<file path="src/rtl/rtc_pkg.sv">
package rtc_pkg;
  typedef struct packed {
    logic clr_ok;
    logic sel_ok;
    logic rej_set;
  } rtc_dec_t;
endpackage

</file>
<file path="src/rtl/rtc_guard.sv">
module rtc_guard
  import rtc_pkg::*;
#(
  parameter int CW = 16
) (
  input  logic          clk,
  input  logic          rst,
  input  logic          cnt_en,
  input  logic          hs_buf,
  input  logic          buf_nz,
  input  logic          clr_req,
  input  logic          sel_req,
  input  logic [CW-1:0] cnt_q,
  output rtc_dec_t      dec,
  output logic          reject_q
);
  logic clr_block;
  logic sel_block;

  always_comb begin
    clr_block   = (cnt_en & hs_buf) | buf_nz;
    sel_block   = (cnt_q != '0);
    dec.clr_ok  = clr_req & ~clr_block;
    dec.sel_ok  = sel_req & ~sel_block;
    dec.rej_set = (clr_req & clr_block) | (sel_req & sel_block);
  end

  always_ff @(posedge clk) begin
    if (rst)              reject_q <= 1'b0;
    else if (dec.rej_set) reject_q <= 1'b1;
  end

  AST_REJ_STICKY: assert property (@(posedge clk) disable iff (rst)
    reject_q |=> reject_q);
endmodule

</file>
<file path="src/rtl/rtc_count.sv">
module rtc_count #(
  parameter int CW = 16
) (
  input  logic          clk,
  input  logic          rst,
  input  logic          tgt_we,
  input  logic [CW-1:0] tgt_wdata,
  input  logic          cnt_en,
  input  logic          txn_done,
  input  logic          clr_ok,
  output logic [CW-1:0] cnt_q,
  output logic [CW-1:0] tgt_d,
  output logic [CW-1:0] cnt_d
);
  logic [CW-1:0] tgt_q;
  logic [CW-1:0] stepped;
  logic          can_step;

  always_comb begin
    tgt_d    = tgt_we ? tgt_wdata : tgt_q;
    can_step = cnt_en & txn_done & (cnt_q < tgt_q);
    stepped  = can_step ? cnt_q + 1'b1 : cnt_q;
    if (clr_ok)              cnt_d = '0;
    else if (stepped > tgt_d) cnt_d = tgt_d;
    else                     cnt_d = stepped;
  end

  always_ff @(posedge clk) begin
    if (rst) begin
      tgt_q <= '0;
      cnt_q <= '0;
    end else begin
      tgt_q <= tgt_d;
      cnt_q <= cnt_d;
    end
  end

  AST_CNT_LE_TGT: assert property (@(posedge clk) disable iff (rst)
    cnt_q <= tgt_q);
  AST_CLR_ZERO: assert property (@(posedge clk) disable iff (rst)
    clr_ok |=> (cnt_q == '0));
  AST_ONE_STEP: assert property (@(posedge clk) disable iff (rst)
    1'b1 |=> ({1'b0, cnt_q} <= ({1'b0, $past(cnt_q)} + 1'b1)));
endmodule

</file>
<file path="src/rtl/rtc_pipe.sv">
module rtc_pipe #(
  parameter int PW = 3
) (
  input  logic          clk,
  input  logic          rst,
  input  logic          sel_ok,
  input  logic [PW-1:0] sel_pipe,
  output logic [PW-1:0] cur_pipe_q
);
  always_ff @(posedge clk) begin
    if (rst)         cur_pipe_q <= '0;
    else if (sel_ok) cur_pipe_q <= sel_pipe;
  end
endmodule

</file>
<file path="src/rtl/rtc_out.sv">
module rtc_out #(
  parameter int CW = 16
) (
  input  logic          clk,
  input  logic          rst,
  input  logic          cnt_en,
  input  logic [CW-1:0] tgt_d,
  input  logic [CW-1:0] cnt_d,
  output logic [CW-1:0] rd_data_q,
  output logic          rd_ok_q
);
  always_ff @(posedge clk) begin
    if (rst) begin
      rd_data_q <= '0;
      rd_ok_q   <= 1'b1;
    end else begin
      rd_data_q <= cnt_en ? cnt_d : tgt_d;
      rd_ok_q   <= (cnt_d >= tgt_d);
    end
  end
endmodule

</file>
<file path="src/rtl/rx_txn_counter.sv">
module rx_txn_counter
  import rtc_pkg::*;
#(
  parameter int CW = 16,
  parameter int PW = 3
) (
  input  logic          clk,
  input  logic          rst,
  input  logic          tgt_we,
  input  logic [CW-1:0] tgt_wdata,
  input  logic          cnt_en,
  input  logic          txn_done,
  input  logic          clr_req,
  input  logic          hs_buf,
  input  logic          buf_nz,
  input  logic          sel_req,
  input  logic [PW-1:0] sel_pipe,
  output logic [CW-1:0] rd_data,
  output logic          rd_ok,
  output logic          reject,
  output logic [PW-1:0] cur_pipe
);
  rtc_dec_t      dec;
  logic [CW-1:0] cnt_q;
  logic [CW-1:0] tgt_d;
  logic [CW-1:0] cnt_d;

  rtc_guard #(.CW(CW)) u_guard (
    .clk(clk), .rst(rst), .cnt_en(cnt_en), .hs_buf(hs_buf), .buf_nz(buf_nz),
    .clr_req(clr_req), .sel_req(sel_req), .cnt_q(cnt_q), .dec(dec),
    .reject_q(reject)
  );

  rtc_count #(.CW(CW)) u_count (
    .clk(clk), .rst(rst), .tgt_we(tgt_we), .tgt_wdata(tgt_wdata),
    .cnt_en(cnt_en), .txn_done(txn_done), .clr_ok(dec.clr_ok),
    .cnt_q(cnt_q), .tgt_d(tgt_d), .cnt_d(cnt_d)
  );

  rtc_pipe #(.PW(PW)) u_pipe (
    .clk(clk), .rst(rst), .sel_ok(dec.sel_ok), .sel_pipe(sel_pipe),
    .cur_pipe_q(cur_pipe)
  );

  rtc_out #(.CW(CW)) u_out (
    .clk(clk), .rst(rst), .cnt_en(cnt_en), .tgt_d(tgt_d), .cnt_d(cnt_d),
    .rd_data_q(rd_data), .rd_ok_q(rd_ok)
  );

  AST_CLR_BUF_REFUSE: assert property (@(posedge clk) disable iff (rst)
    (clr_req && buf_nz) |=> reject);
  AST_CLR_HS_REFUSE: assert property (@(posedge clk) disable iff (rst)
    (clr_req && cnt_en && hs_buf) |=> reject);
  AST_PIPE_LOCK: assert property (@(posedge clk) disable iff (rst)
    (sel_req && (cnt_q != '0)) |=> ($stable(cur_pipe) && reject));
endmodule

</file>
<file path="config.mk">
export PLATFORM = sky130hd
export DESIGN_NAME = rx_txn_counter
export DESIGN_NICKNAME = d
export VERILOG_FILES = /design/src/rtl/rtc_pkg.sv /design/src/rtl/rtc_guard.sv /design/src/rtl/rtc_count.sv /design/src/rtl/rtc_pipe.sv /design/src/rtl/rtc_out.sv /design/src/rtl/rx_txn_counter.sv
export SDC_FILE = /design/constraint.sdc
export NUM_CORES = 1
export LEC_CHECK = 0
export ABC_AREA = 1
export BUFFER_PORTS_ARGS = -buffer_cell sky130_fd_sc_hd__buf_4
export CAP_MARGIN = 15
export CORE_ASPECT_RATIO = 1.25
export CORE_UTILIZATION = 45
export DETAILED_ROUTE_END_ITERATION = 6
export PLACE_DENSITY = 0.7
export SLEW_MARGIN = 20
export SYNTH_ARGS = -nofsm -noshare
export SYNTH_HDL_FRONTEND = slang
export SYNTH_SLANG_ARGS = --single-unit
</file>
<file path="constraint.sdc">
create_clock -name clk -period 8.2 [get_ports clk]
set_input_delay 0.82 -clock clk [delete_from_list [all_inputs] [get_ports clk]]
set_output_delay 0.82 -clock clk [all_outputs]
set_load 0.005 [all_outputs]
</file>
* Word level (Yosys, flattened, before mapping) *
Cells that the tools add are included.
W data, S select, Z words.

cells by class
  $add $sub $neg = 1
  bitwise gates (word level) = 11
  mux-type cells = 5
  reductions and logical operators = 1
  magnitude comparators = 3

operators with widths
  operator                 number
  $mux W16                 5
  $add A16 B1 Y16 const B  1
  $ge A16 B16 Y1           1
  $gt A16 B16 Y1           1
  $lt A16 B16 Y1           1
  $reduce_bool A16 Y1      1
  $and A1 B1 Y1            7
  $not A1 Y1               2
  $or A1 B1 Y1             2

storage, ports and cells
  logic and storage cells = 27
  bits in registers = 53
  input port bits = 28

* Longest topological paths before layout *
Gate-level depths: netlist (run 1).

  word-level depth = 7
  depth in mapped cells = 33
  mapped depth without buffers = 32

* Modules after synthesis *
From an unflattened synthesis (run 1), not the netlist that was laid out.

second synthesis, totals
  cells, all modules = 661
  area, all modules = 4111.4 µm²

modules (own cells, without submodules)
  module     sequential area each (µm²)  times used  cells an instance  area each (µm²)
  rtc_count  640.6                       1           485                2882.8
  rtc_out    340.3                       1           128                968.4
  rtc_guard  20.0                        1           29                 140.1
  rtc_pipe   60.1                        1           19                 120.1

* Worst setup path after synthesis (run 1) *
OpenSTA, ideal clock, no wires.

  kind = input -> register
  start = input port cnt_en
  end = register u_out.rd_ok_q
  arrival = 3.925 ns
  data required time = 8.066 ns
  slack = 4.142 ns
  cell stages on the path = 25
  buffers on the path = 2
  cell sequence = buf_2 > nand2_2 > inv_2 > nand3_1 > nor3_1 > nand3_1 > nand2_1 > nand2_1 > ha_1 > nand2_2 > nor4_4 > nand2_1 > nand2_4 > buf_4 > nand3_1 > nand2_1 > inv_1 > nand2_2 > inv_1 > ha_1 > a21oi_1 > nor2_1 > a211oi_1 > o221a_2 > nand4_1

on the way
  word-level cells in the longest chain between the ends = 7

RTL lines
  element                      RTL line              RTL
  start, declared              rx_txn_counter.sv:11  input logic cnt_en,
  $and A1 B1 Y1 (2 in series)  rtc_count.sv:21       can_step = cnt_en & txn_done & (cnt_q < tgt_q);
  $mux W16                     rtc_count.sv:22       stepped = can_step ? cnt_q + 1'b1 : cnt_q;
  $gt A16 B16 Y1               rtc_count.sv:24       else if (stepped > tgt_d) cnt_d = tgt_d;
  $mux W16                     rtc_count.sv:24
  $mux W16 (*)                 rtc_count.sv:23       if (clr_ok) cnt_d = '0;
  net cnt_d[9]                 rx_txn_counter.sv:26  logic [CW-1:0] cnt_d;
  $ge A16 B16 Y1 (*)           rtc_out.sv:18         rd_ok_q <= (cnt_d >= tgt_d);
  end signal, assigned         rtc_out.sv:18
  end, declared                rtc_out.sv:10         output logic rd_ok_q

The timed path passes the listed nets; every way through them passes the cells marked *.
A chain may end at the register's enable or synchronous reset.

* Final worst setup path (run 1) *
  start = register u_count.cnt_q[1]
  end = register u_out.rd_ok_q

on the way
  word-level cells in the longest chain between the ends = 7

RTL lines
  element                 RTL line              RTL
  start, declared         rtc_count.sv:11       output logic [CW-1:0] cnt_q,
  start signal, assigned  rtc_count.sv:34       cnt_q <= cnt_d;
  $lt A16 B16 Y1          rtc_count.sv:21
  $and A1 B1 Y1           rtc_count.sv:21
  $mux W16 (*)            rtc_count.sv:22
  $gt A16 B16 Y1          rtc_count.sv:24
  $mux W16 (*)            rtc_count.sv:24
  $mux W16 (*)            rtc_count.sv:23
  net cnt_d[7]            rx_txn_counter.sv:26
  $ge A16 B16 Y1 (*)      rtc_out.sv:18

Marked as above.

==> results.py, run 1 <==
metrics = {
    "finish": {
        "drive_gt1_frac": 0.1691,
        "final_core_util": 0.5326,
        "final_cell_mix": "inv_1 (99), nand2_1 (99), nand3_1 (55)",
        "regArea_um2": 1061,
        "n_fill_cell": 812,
        "multi_input_area_um2": 2406,
        "area_growth_syn_to_layout_pct": 12.77,
        "nets": 697,
        "antenna_cells": 0,
    },
    "die": {
        "num_io_pins": 49,
        "die_h_um": 106.9,
        "die_area_um2": 9176,
        "start_util": 0.4723,
        "core_um2": 8379,
        "fp-row-count": 37,
        "die_w_um": 85.88,
    },
    "logic_synthesis": {
        "syn_inst": 583,
        "yosys.area.top_type": "dfxtp_1",
        "synth_area_um2": 3958,
        "syn_avg_cell_area_um2": 6.788,
        "synth_compound_area_frac": 0.1287,
        "synth_area_leaders": "dfxtp_1 (27%), ha_1 (15%), inv_1 (9.4%), nand2_1 (9.4%), nand3_1 (7.0%)",
        "ys_types": 32,
        "yosysWarnings": 0,
        "seq_area_frac_synth": 0.2681,
        "async_flop_share": 0,
        "netlist.area_leader.share": 0.2681,
        "synth_xor_area_frac": 0,
        "synthAdderAreaFrac": 0.1549,
        "synth_top_family_by_area": "simple AND/OR/NAND/NOR gates",
        "synth_nets": 660,
        "synth_edf_count": 0,
        "synthMuxAreaShare": 0,
        "synth_seq_cells": 53,
        "synth-simple-area-share": 0.3244,
        "ys.flop_type": "dfxtp_1",
    },
    "worst_setup_path": {
        "worstPathArrival_ns": 5.16,
        "timing.rr.end": "u_out.rd_ok_q",
        "crit_path_start_kind": "flop",
        "path_class": "reg -> reg",
        "reg2reg_from": "u_count.cnt_q[1]",
        "critical_path.endpoint": "u_out.rd_ok_q",
        "crit_top_cell": "nand2_1",
        "cp.required_ns": 8.46,
        "slowest_stage": "nand2_1",
        "path_buf_inv": 1,
        "path_delay_family": "simple AND/OR/NAND/NOR gates",
        "cp_num_cells": 26,
        "r2r_cells": 26,
        "cp-end-kind": "flop",
        "critPathMaxFanout": 31,
        "r2r_setup_slack_ns": 3.30,
        "critPathLaunch": "u_count.cnt_q[1]",
        "cp_slowest_stage_delay_ns": 0.67,
    },
    "timing": {
        "slew_headroom": 0.3963,
        "period_needed_ns": 4.902,
        "min_period_over_period": 0.5978,
        "final-setup-viol-count": 0,
        "finalHoldViolCount": 0,
        "tns_ns": 0,
        "maxClockFrequency_mhz": 204.0,
        "finClkSkew_ns": 0.004596,
        "maxSlewViolCount": 0,
        "fin_ws_ns": 3.298,
        "tightest_slew_ns": 0.9033,
        "rsz0062_at_grt": "no",
    },
    "placement": {
        "gp_congestion": 0.8999,
        "port_buffers": 48,
        "dp_hpwl_mm": 7.822,
        "pre_cts_ws_ns": 3.191,
    },
    "cts": {
        "ctsHtreeMaxLevel": 2,
        "cts_sinks": 53,
        "post-cts-setup-buffer-count": 0,
        "cts_hold_buf": 0,
        "cts_resized": 0,
        "cts_tree": "done",
        "clock_latency_ns": 0.32,
        "path_clk_slew_ns": 0.10,
        "cts_buffer_depth": 2,
        "cts_made_buffers": 5,
        "cts_root_buf": "clkbuf_8",
    },
    "global_routing": {
        "grt_pass1_vias": 3553,
        "grt_first_pass_wirelength_mm": 17.11,
        "antenna_found_initial": 0,
        "grt_start_max_net_pins": 35,
        "track_usage": 0.2371,
        "gr-total-overflow": 0,
    },
    "power": {
        "power_density_nw_per_um2": 120.0,
        "leakagePower_nw": 2.377,
        "peakVddDrop_uv": 93.51,
    },
    "drt": {
        "drt_iter0_markers": 212,
        "dr.pass1.iters": 5,
        "num_vias": 3828,
        "postRouteAntennaNets": 0,
        "avgViaCountPerCell": 5.187,
        "drc": 0,
        "wirelength_mm": 10.14,
        "wl_per_cell_um": 13.73,
    },
    "run_status": {
        "status": "complete, no violations",
    },
    "flow_run": {
        "cap_violations": 0,
    },
    "min_path": {
        "worstHoldPathType": "reg -> reg",
    },
}
==> worst min path at each step <==
stage / start / slack (ns) / cells after the start / end
global placement: u_pipe.cur_pipe_q[0] / 0.44 / 2 / u_pipe.cur_pipe_q[0]
floorplan: u_pipe.cur_pipe_q[2] / 0.44 / 2 / u_pipe.cur_pipe_q[2]
CTS: u_pipe.cur_pipe_q[1] / 0.46 / 2 / u_pipe.cur_pipe_q[1]
finish: u_pipe.cur_pipe_q[1] / 0.45 / 2 / u_pipe.cur_pipe_q[1]
detailed placement: u_pipe.cur_pipe_q[1] / 0.44 / 2 / u_pipe.cur_pipe_q[1]
global route: u_pipe.cur_pipe_q[1] / 0.48 / 2 / u_pipe.cur_pipe_q[1]
==> layer usage <==
metal,vias to the layer above,part of all wire,track usage
li1,1972,-,-
met1,1709,0.46,0.3247
met2,131,0.45,0.3736
met3,16,0.068,0.03233
met4,0,0.027,0.09524
met5,-,0,0
==> synthesized netlist by cell type, types with 2 or more instances <==
cell type and count:
or2_2 15, nand2_2 12, ha_1 49, a21oi_2 10
a21oi_1 34, nor2_1 49, clkbuf_1 10, nand4_1 24
nand2_4 2, dfxtp_1 53, o21ai_0 35, nand2_1 99
inv_1 99, buf_6 2, nor3_1 10, buf_2 7
nand3_1 55, o21ai_2 4
==> power breakdown <==
group / total (W) / internal [W] / switching, W
sequential: 0.000276 / 0.000270 / 0.00000606
clock: 0.000150 / 0.0000607 / 0.0000889
combinational: 0.000110 / 0.0000450 / 0.0000653
total: 0.000536 / 0.000375 / 0.000160
==> cells by family after synthesis <==
group	Yosys count
flops	53
simple gates	271
fa+ha+maj	49
compound gates	88
buf+inv	122
==> worst register-to-register path, delay by kind of cell (launching register included) <==
family / cells / cell delay (ns)
buf+inv: 1 / 0.05
simple gates: 21 / 3.35
flops: 1 / 0.45
fa+ha+maj: 3 / 0.86
compound gates: 1 / 0.15
==> through the flow <==
step	power [W]	area (um^2)	hold slack [ns]	cells
after global placement	0.0003903	4379	0.4373	730
after global routing	0.0005688	4463	0.4840	738
after floorplan	0.0003499	3958	0.4402	583
after CTS	0.0005416	4463	0.4567	738
after detailed placement	0.0003921	4379	0.4413	730
final	0.0005358	4463	0.4543	738
==> final cells by class <==
cell class	count	area share
Clock buffer	7	0.01710
Clock inverter	1	0.001682
Inverter	100	0.08410
Multi-Input combinational cell	408	0.5391
Sequential cell	53	0.2377
Tap cell	117	0.03280
Timing Repair Buffer	52	0.08747
==> flip-flops by register name, summed over array words and instances, names as in the netlist <==
name and flops:
u_out.rd_ok_q 1, u_guard.reject_q 1, u_pipe.cur_pipe_q 3, u_out.rd_data_q 16, u_count.cnt_q 16, u_count.tgt_q 16
(Power assumes the default switching activity.)
==> run 2: changes to the inputs <==
Clock period 8.2 ns to 5.1 ns, I/O delays scaled along.
==> run 2 against run 1 <==
Compared with the run above: sequential share of layout area decreased by 0.073 points; worst setup slack lost 2.7 ns; routed wire length grew 2.5%; register-to-register slack lost 2.7 ns; flip-flop and latch count unchanged; via count is 0.34% lower; core utilization grew 0.16 points; final area rose by 0.31%; clock power is 65% higher; die area unchanged; fmax up 8.1%; largest cell class unchanged.
==> results.py, run 2 (same netlist as run 1, synthesis figures left out) <==
metrics = {
    "power": {
        "power_density_nw_per_um2": 194.7,
        "leakagePower_nw": 2.387,
        "p_switching_w": 0.0002671,
        "pwr-share-seq": 0.509,
        "peakVddDrop_uv": 147.3,
        "pwr-share-comb": 0.207,
        "power.share.clock": 0.284,
        "power_w": 0.0008718,
        "intPower_w": 0.0006047,
        "p_sw_frac": 0.3064,
    },
    "drt": {
        "dr.pass1.iters": 4,
        "num_vias": 3815,
        "postRouteAntennaNets": 0,
        "drc": 0,
        "drt_iter0_markers": 314,
        "avgViaCountPerCell": 5.162,
        "wirelength_mm": 10.38,
        "wl_per_cell_um": 14.05,
    },
    "finish": {
        "area_growth_syn_to_layout_pct": 13.12,
        "final_cell_mix": "inv_1 (99), nand2_1 (99), nand3_1 (55)",
        "final_core_util": 0.5343,
        "nets": 698,
        "drive_gt1_frac": 0.1736,
        "antenna_cells": 0,
        "stdcell_area_um2": 4477,
        "reg_top3": "u_count.cnt_q x16, u_count.tgt_q x16, u_out.rd_data_q x16",
    },
    "placement": {
        "gp_congestion": 0.8525,
        "dp_hpwl_mm": 7.979,
        "place_area_um2": 4387,
        "port_buffers": 48,
    },
    "worst_setup_path": {
        "cp.required_ns": 5.27,
        "crit_path_start_kind": "flop",
        "r2r_cells": 24,
        "critPathLaunch": "u_count.cnt_q[9]",
        "cp-end-kind": "flop",
        "reg2reg_from": "u_count.cnt_q[9]",
        "critPathMaxFanout": 31,
        "path_class": "reg -> reg",
        "worstPathArrival_ns": 4.71,
    },
    "cts": {
        "clock_latency_ns": 0.31,
        "path_clk_slew_ns": 0.10,
        "cts_made_buffers": 5,
        "post-cts-setup-buffer-count": 0,
        "cts_sinks": 53,
        "ctsHtreeMaxLevel": 2,
        "cts_hold_buf": 0,
        "cts_resized": 0,
        "cts_buffer_depth": 2,
        "cts_tree": "done",
        "cts_root_buf": "clkbuf_8",
    },
    "timing": {
        "slew_headroom": 0.4621,
        "finClkSkew_ns": 0.003388,
        "period_needed_ns": 4.536,
        "maxSlewViolCount": 0,
        "maxClockFrequency_mhz": 220.4,
        "min_period_over_period": 0.8895,
        "tightest_slew_ns": 0.7984,
        "finalHoldViolCount": 0,
        "rsz0062_at_grt": "no",
        "final-setup-viol-count": 0,
        "tns_ns": 0,
    },
    "global_routing": {
        "grt_pass1_vias": 3623,
        "grtUsageMet2": 0.3810,
        "top_usage_layer": "met2",
        "grt_use_met3": 0.02848,
        "gr-total-overflow": 0,
        "grt_first_pass_wirelength_mm": 17.39,
        "track_usage": 0.2385,
        "grt_start_max_net_pins": 35,
        "use_met1": 0.3311,
        "antenna_found_initial": 0,
    },
    "die": {
        "start_util": 0.4723,
        "die_w_um": 85.88,
        "die_h_um": 106.9,
        "num_io_pins": 49,
        "die_area_um2": 9176,
        "core_um2": 8379,
        "fp-row-count": 37,
    },
    "min_path": {
        "hp-start": "sel_req",
        "hold_depth": 3,
        "worstHoldPathType": "in -> reg",
    },
    "run_status": {
        "status": "complete, no violations",
    },
    "flow_run": {
        "cap_violations": 0,
    },
}
-- run 2: changes by cell type in the layout (fill, tap and decap cells not counted), sizes merged --
cell and delta:
clkbuf -2, buf +1, clkinv +1, inv +1
-- run 2: cell type report --
class                      count  area, um^2
inverter                     100       375.4
tap                          117       146.4
clock buffer                   5       68.82
multi-input combinational    408        2406
fill                         837        3902
clock inverter                 3       21.27
timing repair buffer          53       397.9
sequential                    53        1061
-- run 2: routing by layer --
layer,up-vias,routed length (um)
met4,0,167
li1,1970,-
met3,13,478
met2,91,4839
met1,1741,4898
met5,-,0
-- run 2: path summary, 6_finish.rpt --
path	slack (ns)	endpoint
setup / recovery	0.56	u_out.rd_ok_q
setup reg to reg	0.56	u_out.rd_ok_q
hold / removal	0.45	u_guard.reject_q
hold reg to reg	0.45	u_pipe.cur_pipe_q[0]
-- run 2: power groups by stage --
stage | registers, W | logic, W | clock network (W)
6_report | 0.000444 | 0.000180 | 0.000248
5_1_grt | 0.000446 | 0.000203 | 0.000272
4_1_cts | 0.000444 | 0.000180 | 0.000258
3_5_place_dp | 0.000453 | 0.000179 | 0
3_3_place_gp | 0.000453 | 0.000175 | 0
2_1_floorplan | 0.000452 | 0.000110 | 0
-- run 2: per-stage QoR --
| step | cells | worst slack, ns | hold slack [ns] |
|---|---|---|---|
| 2_1_floorplan | 583 | 1.151 | 0.4402 |
| 3_3_place_gp | 731 | 0.6624 | 0.4379 |
| 3_5_place_dp | 731 | 0.5561 | 0.4462 |
| 4_1_cts | 739 | 0.6092 | 0.4435 |
| 5_1_grt | 739 | 0.1675 | 0.4847 |
| 6_report | 739 | 0.5637 | 0.4520 |
-- run 2: critical path, stage by stage (launching register included) --
cell and delay, ns:
dfxtp_1 0.49, ha_1 0.30, nand2_1 0.06, inv_1 0.03, o21bai_1 0.14, a21oi_1 0.08
nor2_1 0.09, buf_4 0.30, nand3_1 0.13, nand2_1 0.11, nand2_1 0.07, ha_1 0.30
nand2_1 0.10, nor4_4 0.32, nand4_4 0.31, nand2_4 0.30, nand3_1 0.13, nand2_2 0.10
inv_1 0.05, ha_1 0.28, a21oi_1 0.16, nor2_1 0.06, a211oi_1 0.17, o221a_2 0.22
nand4_1 0.07
==> run 3: changes to the inputs <==
Settings changed: CORE_UTILIZATION 45 to 30, PLACE_DENSITY 0.7 to 0.53.
==> run 3 against run 2 <==
Compared with the run above: register-to-register slack improved by 0.16 ns; core utilization decreased by 17 points; die area increased by 49%; power increased by 12%; combinational power increased by 2%; sequential share of layout area decreased by 0.84 points; hold slack got worse by 0.0063 ns; worst setup slack improved by 0.16 ns; first-iteration DRC count increased by 6.1%; critical path type unchanged.
==> results.py, run 3 (same netlist as run 1, synthesis figures left out) <==
metrics = {
    "run_status": {
        "status": "complete, no violations",
    },
    "min_path": {
        "worstHoldPathType": "reg -> reg",
    },
    "die": {
        "start_util": 0.3097,
        "num_io_pins": 49,
        "fp-row-count": 46,
        "die_w_um": 104.7,
        "core_um2": 12780,
        "die_h_um": 130.4,
        "die_area_um2": 13660,
    },
    "finish": {
        "drive_gt1_frac": 0.1802,
        "nets": 704,
        "final_cell_mix": "inv_1 (99), nand2_1 (99), buf_4 (59)",
        "area_growth_syn_to_layout_pct": 17.29,
        "final_core_util": 0.3633,
        "antenna_cells": 0,
        "reg_top3": "u_count.cnt_q x16, u_count.tgt_q x16, u_out.rd_data_q x16",
    },
    "drt": {
        "wl_per_cell_um": 14.14,
        "num_vias": 3817,
        "dr.pass1.iters": 5,
        "wirelength_mm": 11.24,
        "drc": 0,
        "avgViaCountPerCell": 4.801,
        "drt_iter0_markers": 333,
        "postRouteAntennaNets": 0,
    },
    "global_routing": {
        "track_usage": 0.1693,
        "grt_pass1_vias": 3582,
        "grt_start_max_net_pins": 35,
        "antenna_found_initial": 0,
        "grt_first_pass_wirelength_mm": 18.04,
        "gr-total-overflow": 0,
    },
    "timing": {
        "min_period_over_period": 0.8585,
        "rsz0062_at_grt": "no",
        "maxClockFrequency_mhz": 228.4,
        "tns_ns": 0,
        "maxSlewViolCount": 0,
        "final-setup-viol-count": 0,
        "period_needed_ns": 4.379,
        "tightest_slew_ns": 0.7280,
        "finClkSkew_ns": 0.004922,
        "slew_headroom": 0.5095,
        "finalHoldViolCount": 0,
    },
    "power": {
        "power_density_nw_per_um2": 211.1,
        "power_w": 0.0009799,
        "pwr-share-comb": 0.188,
        "p_switching_w": 0.0002769,
        "p_sw_frac": 0.2825,
        "power.share.clock": 0.359,
        "peakVddDrop_uv": 113.5,
        "intPower_w": 0.0007031,
        "leakagePower_nw": 2.440,
        "pwr-share-seq": 0.454,
    },
    "cts": {
        "post-cts-setup-buffer-count": 0,
        "cts_made_buffers": 5,
        "cts_tree": "done",
        "cts_buffer_depth": 2,
        "cts_resized": 0,
        "clock_latency_ns": 0.30,
        "cts_hold_buf": 0,
        "ctsHtreeMaxLevel": 2,
        "cts_sinks": 53,
        "path_clk_slew_ns": 0.07,
        "cts_root_buf": "clkbuf_16",
    },
    "worst_setup_path": {
        "cp.required_ns": 5.25,
        "crit_top_cell": "nand2_1",
        "path_delay_family": "simple AND/OR/NAND/NOR gates",
        "path_buf_inv": 3,
        "worstPathArrival_ns": 4.53,
        "cp-end-kind": "flop",
        "crit_path_start_kind": "flop",
        "critPathMaxFanout": 31,
        "cp_slowest_stage_delay_ns": 0.49,
        "slowest_stage": "dfxtp_1",
        "path_class": "reg -> reg",
    },
    "placement": {
        "dp_hpwl_mm": 8.774,
        "port_buffers": 48,
        "gp_congestion": 0.9050,
    },
    "flow_run": {
        "cap_violations": 0,
    },
}
[run 3: cell count changes in the layout (fill, tap and decap cells not counted)]
cell       previous run  this run
clkinv_2              1         0
buf_4                53        59
clkbuf_16             0         5
clkbuf_8              5         1
inv_6                 1         0
[run 3: per-layer routing]
layer	track usage	routed length, um	up-vias
met5	0	0	-
met1	0.2135	5228	1737
met4	0.05882	236	0
met3	0.02183	424	13
met2	0.2984	5349	79
li1	-	-	1988
[run 3: metrics by stage]
| stage | cells | setup WS [ns] | cell area, um^2 | hold slack, ns |
|---|---|---|---|---|
| after global routing | 795 | 0.3025 | 4642 | 0.4622 |
| after CTS | 795 | 0.6694 | 4642 | 0.4483 |
| after global placement | 788 | 0.6551 | 4496 | 0.4370 |
| after floorplan | 583 | 1.151 | 3958 | 0.4402 |
| after detailed placement | 788 | 0.6819 | 4496 | 0.4370 |
| final | 795 | 0.7215 | 4642 | 0.4457 |
[run 3: tightest hold or removal path, delay by kind of cell (launching register included)]
family,cells,cell delay [ns]
compound gates,1,0.05
buf+inv,1,0.04
flops,1,0.31
[run 3: path summary, 6_finish.rpt]
kind	start	to	slack, ns	cells after the start
worst min register to register	u_pipe.cur_pipe_q[0]	u_pipe.cur_pipe_q[0]	0.45	2
worst max register to register	u_count.cnt_q[9]	u_out.rd_ok_q	0.72	25
worst max-delay path	u_count.cnt_q[9]	u_out.rd_ok_q	0.72	25
worst min-delay path	u_pipe.cur_pipe_q[0]	u_pipe.cur_pipe_q[0]	0.45	2
[run 3: layout make-up]
type / instances / area, um^2
sequential: 53 / 1061
clock inverter: 1 / 7.507
inverter: 100 / 375.4
timing repair buffer: 59 / 442.9
fill: 1384 / 8135
clock buffer: 6 / 138.9
multi-input combinational: 408 / 2406
tap: 168 / 210.2
[run 3: power by group through the flow]
| stage | clock network [W] | logic [W] | registers (W) |
|---|---|---|---|
| after global routing | 0.000379 | 0.000208 | 0.000447 |
| after CTS | 0.000363 | 0.000186 | 0.000444 |
| after global placement | 0 | 0.000183 | 0.000453 |
| after detailed placement | 0 | 0.000185 | 0.000454 |
| after floorplan | 0 | 0.000110 | 0.000452 |
| final | 0.000352 | 0.000184 | 0.000444 |
